--- src/rtl/blkload_pkg.sv ---
package blkload_pkg;

  typedef enum logic [1:0] {
    ST_IDLE = 2'd0,
    ST_LOAD = 2'd1,
    ST_BUSY = 2'd2
  } ld_state_e;

  localparam int NUM_CODES = 13;

  // Block length in bits for a legal size code.
  function automatic int unsigned code_len(input logic [3:0] code);
    case (code)
      4'd0:    return 122;
      4'd1:    return 250;
      4'd2:    return 506;
      4'd3:    return 762;
      4'd4:    return 1018;
      4'd5:    return 1530;
      4'd6:    return 2042;
      4'd7:    return 3066;
      4'd8:    return 4090;
      4'd9:    return 6138;
      4'd10:   return 8186;
      4'd11:   return 12282;
      4'd12:   return 16378;
      default: return 122;
    endcase
  endfunction

endpackage

--- src/rtl/blkload_size_map.sv ---
module blkload_size_map #(
  parameter int LEN_W = 15
) (
  input  logic [3:0]       code,
  output logic [LEN_W-1:0] len,
  output logic             illegal
);
  import blkload_pkg::*;

  logic [3:0] eff_code;

  always_comb begin
    illegal  = (code >= 4'(NUM_CODES));
    eff_code = illegal ? 4'd0 : code;
    len      = LEN_W'(code_len(eff_code));
  end

endmodule

--- src/rtl/blkload_sample_ctr.sv ---
module blkload_sample_ctr #(
  parameter int LEN_W = 15
) (
  input  logic             clk,
  input  logic             rst,
  input  logic             start,
  input  logic             step,
  output logic [LEN_W-1:0] cnt
);

  always_ff @(posedge clk) begin
    if (rst) begin
      cnt <= '0;
    end else if (start) begin
      cnt <= LEN_W'(1);
    end else if (step) begin
      cnt <= cnt + 1'b1;
    end
  end

endmodule

--- src/rtl/blkload_busy_tmr.sv ---
module blkload_busy_tmr #(
  parameter int W = 16
) (
  input  logic         clk,
  input  logic         rst,
  input  logic         load,
  input  logic [W-1:0] load_val,
  input  logic         run,
  output logic         expire
);

  logic [W-1:0] remain;

  always_ff @(posedge clk) begin
    if (rst) begin
      remain <= '0;
    end else if (load) begin
      remain <= load_val;
    end else if (run && remain != '0) begin
      remain <= remain - 1'b1;
    end
  end

  assign expire = run && (remain == W'(1));

endmodule

--- src/rtl/blkload_ctrl.sv ---
module blkload_ctrl #(
  parameter bit USE_VLD     = 1'b1,
  parameter int LEN_W       = 15,
  parameter int TERM_CYCLES = 4
) (
  input  logic             clk,
  input  logic             rst,
  input  logic             blk_start,
  input  logic             smp_vld,
  input  logic [3:0]       size_code,
  input  logic             bit_in,
  output logic             start_ready,
  output logic             data_ready,
  output logic             buf_we,
  output logic [LEN_W-1:0] buf_addr,
  output logic             buf_wdata,
  output logic             blk_done,
  output logic             code_err
);
  import blkload_pkg::*;

  localparam int BUSY_W = LEN_W + 1;

  ld_state_e        state;
  logic [LEN_W-1:0] len_q;
  logic [LEN_W-1:0] map_len;
  logic             map_illegal;
  logic [LEN_W-1:0] smp_cnt;
  logic             qual;
  logic             start_evt;
  logic             take;
  logic             last;
  logic             busy_expire;
  logic [BUSY_W-1:0] busy_len;

  // Without the strobe option every clock is a sample.
  assign qual      = smp_vld | (USE_VLD == 1'b0);
  assign start_evt = (state == ST_IDLE) && blk_start && qual;
  assign take      = (state == ST_LOAD) && qual;
  assign last      = take && (smp_cnt == len_q - 1'b1);
  assign busy_len  = BUSY_W'(len_q) + BUSY_W'(TERM_CYCLES);

  blkload_size_map #(.LEN_W(LEN_W)) u_map (
    .code    (size_code),
    .len     (map_len),
    .illegal (map_illegal)
  );

  blkload_sample_ctr #(.LEN_W(LEN_W)) u_ctr (
    .clk   (clk),
    .rst   (rst),
    .start (start_evt),
    .step  (take),
    .cnt   (smp_cnt)
  );

  blkload_busy_tmr #(.W(BUSY_W)) u_busy (
    .clk      (clk),
    .rst      (rst),
    .load     (last),
    .load_val (busy_len),
    .run      (state == ST_BUSY),
    .expire   (busy_expire)
  );

  always_ff @(posedge clk) begin
    if (rst) begin
      state       <= ST_IDLE;
      len_q       <= '0;
      start_ready <= 1'b1;
      data_ready  <= 1'b0;
      buf_we      <= 1'b0;
      buf_addr    <= '0;
      buf_wdata   <= 1'b0;
      blk_done    <= 1'b0;
      code_err    <= 1'b0;
    end else begin
      buf_we   <= 1'b0;
      blk_done <= 1'b0;
      case (state)
        ST_IDLE: begin
          if (start_evt) begin
            len_q       <= map_len;
            code_err    <= code_err | map_illegal;
            buf_we      <= 1'b1;
            buf_addr    <= '0;
            buf_wdata   <= bit_in;
            start_ready <= 1'b0;
            data_ready  <= 1'b1;
            state       <= ST_LOAD;
          end
        end
        ST_LOAD: begin
          if (take) begin
            buf_we    <= 1'b1;
            buf_addr  <= smp_cnt;
            buf_wdata <= bit_in;
            if (last) begin
              blk_done   <= 1'b1;
              data_ready <= 1'b0;
              state      <= ST_BUSY;
            end
          end
        end
        ST_BUSY: begin
          if (busy_expire) begin
            start_ready <= 1'b1;
            state       <= ST_IDLE;
          end
        end
        default: begin
          state       <= ST_IDLE;
          start_ready <= 1'b1;
          data_ready  <= 1'b0;
        end
      endcase
    end
  end

endmodule

--- config.mk ---
export PLATFORM = sky130hd
export DESIGN_NAME = blkload_ctrl
export DESIGN_NICKNAME = d
export VERILOG_FILES = /design/src/rtl/blkload_pkg.sv /design/src/rtl/blkload_size_map.sv /design/src/rtl/blkload_sample_ctr.sv /design/src/rtl/blkload_busy_tmr.sv /design/src/rtl/blkload_ctrl.sv
export SDC_FILE = /design/constraint.sdc
export NUM_CORES = 1
export LEC_CHECK = 0
export CORE_AREA = 3 3 114 116
export DETAILED_ROUTE_END_ITERATION = 12
export DIE_AREA = 0 0 117 119
export DONT_BUFFER_PORTS = 1
export PLACE_DENSITY = 0.56
export SYNTH_ARGS = -nofsm -noshare
export SYNTH_HDL_FRONTEND = slang
export SYNTH_HIERARCHICAL = 1
export SYNTH_SLANG_ARGS = --single-unit
--- constraint.sdc ---
create_clock -name clk -period 3.8 [get_ports clk]
set_input_delay 0.76 -clock clk [delete_from_list [all_inputs] [get_ports clk]]
set_output_delay 0.76 -clock clk [all_outputs]
set_load 0.01 [all_outputs]
==> results.md <==
* Max Freq at 0.310 GHz
* Asr flop ratio synth at 0%
* Post-CTS Resized at 0
* Static Leak at 1.64 nW
* Synth Area in Compound Gates at 17.7%
* Synth Area per Inst at 7.89 µm²
* Adder-Cell Fraction of Synth Area at 2.67%
* Core Area at 0.0120 mm²
* Worst-Margin Slew at 739 ps
* Vias at 3630
* Period utilisation layout at 84.9%
* Register bit total from synthesis at 69
* Worst vdd ir at 185 µV
* Synth cell types at 68
* Worst Path Required at 3970 ps
* Initial antenna violation count at 0
* Post-DP HPWL at 7000 µm
* 1st-pass router iterations at 4
* Clk buf depth at 2
* Post-synth EDFFs at 0
* CTS Hold Bufs at 0
* Top cell type's share of synthesized area at 32.7%
* Final hold slack at 489 ps
* Endpoints failing setup at 0
* Unrepaired setup endpoints after global routing: no
* Die ar. at 0.0139 mm²
* Ports at 30
* Synth cell count leaders: nand2_1 (78), dfxtp_1 (69), a21oi_1 (47), nor2_1 (36), nand3_1 (29)
* CTS tree: yes
* Vias in the first global route at 3428
* Clock insertion delay at the later pin of the skew report at 330 ps
* Worst reg2reg path startpoint: state[0]
* Max Cap Viol at 0
* Syn Inst Count at 535
* Root buffer cell: clkbuf_16
* Yosys Warn Count at 6
* WP data arrival at 3400 ps
* Rel. slew slack at 50.3%
* Largest net degree at the start of global routing at 59
* # fillers at 1249
* Ranking of synthesized cells by area: dfxtp_1 (33%), nand2_1 (6.9%), a21oi_1 (5.6%)
* Setup bufs post-CTS at 0
* Share of layout cells above drive strength 1 at 8.06%
* Post-layout nets at 534
* Synth Flop Type: dfxtp_1
* Die Y-Extent at 119 µm
* Setup TNS at 0 ps
* Count leader, synth: nand2_1
* Die W at 117 µm
* Register area share after synthesis at 32.7%
* Gr usage total at 14.7%
* N_diodes at 0
* Drt total wl at 9800 µm
* Clock-pin slew of the registers on the worst-case setup and hold paths at 60 ps
* First-pass GRT wire length at 16800 µm
* Post-synthesis mux area share at 2.01%
* Drc violations at 0
* Worst setup path startpoint: state[0]
* Num Clock Sinks at 69
* Clock Skews at 5.64 ps
* Combinational family with the most area after synthesis: simple AND/OR/NAND/NOR gates
* Starting density of the core at 35.2%
* CP startpoint kind: register
* CTS buffer count at 9
* Status: complete, no violations
* Drt wl/cell at 14.7 µm
* Vias per cell at 5.43
* Post-synthesis cell area at 0.00422 mm²
* Hold crit path type: reg -> reg
* Remaining global-route overflow at 0
* Final Max Slew Viols at 0
* Post-DRT Antenna Nets at 0
* Largest area contributor in the netlist: dfxtp_1
* Hold Vio Cnt, Final at 0
* H-tree levels at 3
* Num rows at 40
* Iteration-0 DRC Markers at 162
* XOR/XNOR Fraction of Synth Area at 6.81%
* Minimum clock period at 3230 ps
* PwrDens at 404 mW/mm²
* Syn-to-layout area delta at 8.44%
* Crit Path Class: reg -> reg
* Design area at 0.00458 mm²
* Crit-path max FO at 20
* Post-DP Area at 0.00424 mm²
* Hold path start: buf_addr[2]
* CP endpoint kind: register
* Gp weighted congestion at 0.843
* Post-Synth Simple-Gate Area at 30.7%
* IO Port Bufs at 0
## cells in the final DEF (no fill, tap or decap), types with 3 or more instances in the layout
master / instances
nand2_1: 78
ha_1: 9
nor3_1: 7
clkbuf_16: 9
o21ai_0: 11
and4_1: 3
a2111oi_0: 3
xnor2_1: 15
a21oi_1: 47
a311oi_1: 8
nor2b_1: 9
or4_1: 7
xor2_1: 16
nand2b_1: 8
mux2i_1: 7
nand4_1: 8
or3_1: 9
or2_2: 4
a211oi_1: 3
a21boi_0: 3
nand3_1: 29
dfxtp_1: 69
o21a_1: 3
and3_1: 5
o311a_1: 3
buf_4: 3
nor4_1: 13
nor2_1: 36
nand3b_1: 4
o31ai_1: 8
conb_1: 8
inv_1: 24
## registers in the layout, indices dropped and copies added (netlist names)
register,cells
buf_addr,15
blk_done,1
code_err,1
u_ctr/cnt,15
start_ready,1
buf_wdata,1
u_busy/remain,16
buf_we,1
len_q,15
state,2
data_ready,1
## logic make-up after synthesis
logic type / after synthesis
flip-flops: 69
AND/OR/NAND/NOR: 238
buffers and inverters: 65
XOR/XNOR: 32
adder cells (fa/ha/maj): 9
other: 2
multiplexers: 8
AO/OA/AOI/OAI: 112
## power by group
part	switching, W	total [W]	internal, W
registers	0.0000281	0.000766	0.000738
logic	0.0000910	0.000158	0.0000671
clock network	0.000315	0.000926	0.000611
## cell type report
class / instances / area (µm²) / share of cell area, %
Multi-Input combinational cell: 407 / 2560 / 55.9
Timing Repair Buffer: 3 / 22.5 / 0.492
Tap cell: 147 / 184 / 4.02
Clock inverter: 5 / 82.6 / 1.80
Inverter: 26 / 97.6 / 2.13
Clock buffer: 11 / 253 / 5.52
Sequential cell: 69 / 1380 / 30.2
## critical path, stage by stage (launching register included)
cell,delay [ps]
dfxtp_1,450
nor2b_1,490
nand2_1,110
buf_4,200
a2111oi_0,290
o2111ai_1,240
nor4_4,550
inv_1,420
nor2_1,240
a311oi_1,70
## through the flow
stage          instances  total power (W)  worst slack, ps  utilization [%]
2_1_floorplan        541         0.000922             1010                -
3_3_place_gp         652         0.000936              672             35.3
3_5_place_dp         652         0.000939              563             35.3
4_1_cts              668          0.00187              552             38.1
5_1_grt              668          0.00192              134             38.1
6_report             668          0.00185              574             38.1
## layer usage
metal	wire length [µm]	global-route usage (%)	up-vias
met5	0	0	-
met4	96	4.52	0
met3	232	2.59	11
met2	4880	23.7	46
met1	4590	19.8	1716
li1	-	-	1857
## worst paths after layout
path                                          to  slack, ps  cells after the start
worst max-delay path            u_busy/remain[3]        570                      9
worst min-delay path                 buf_addr[2]        490                      2
worst max register to register  u_busy/remain[3]        570                      9
worst min register to register       buf_addr[2]        490                      2
(Power assumes the default switching activity.)
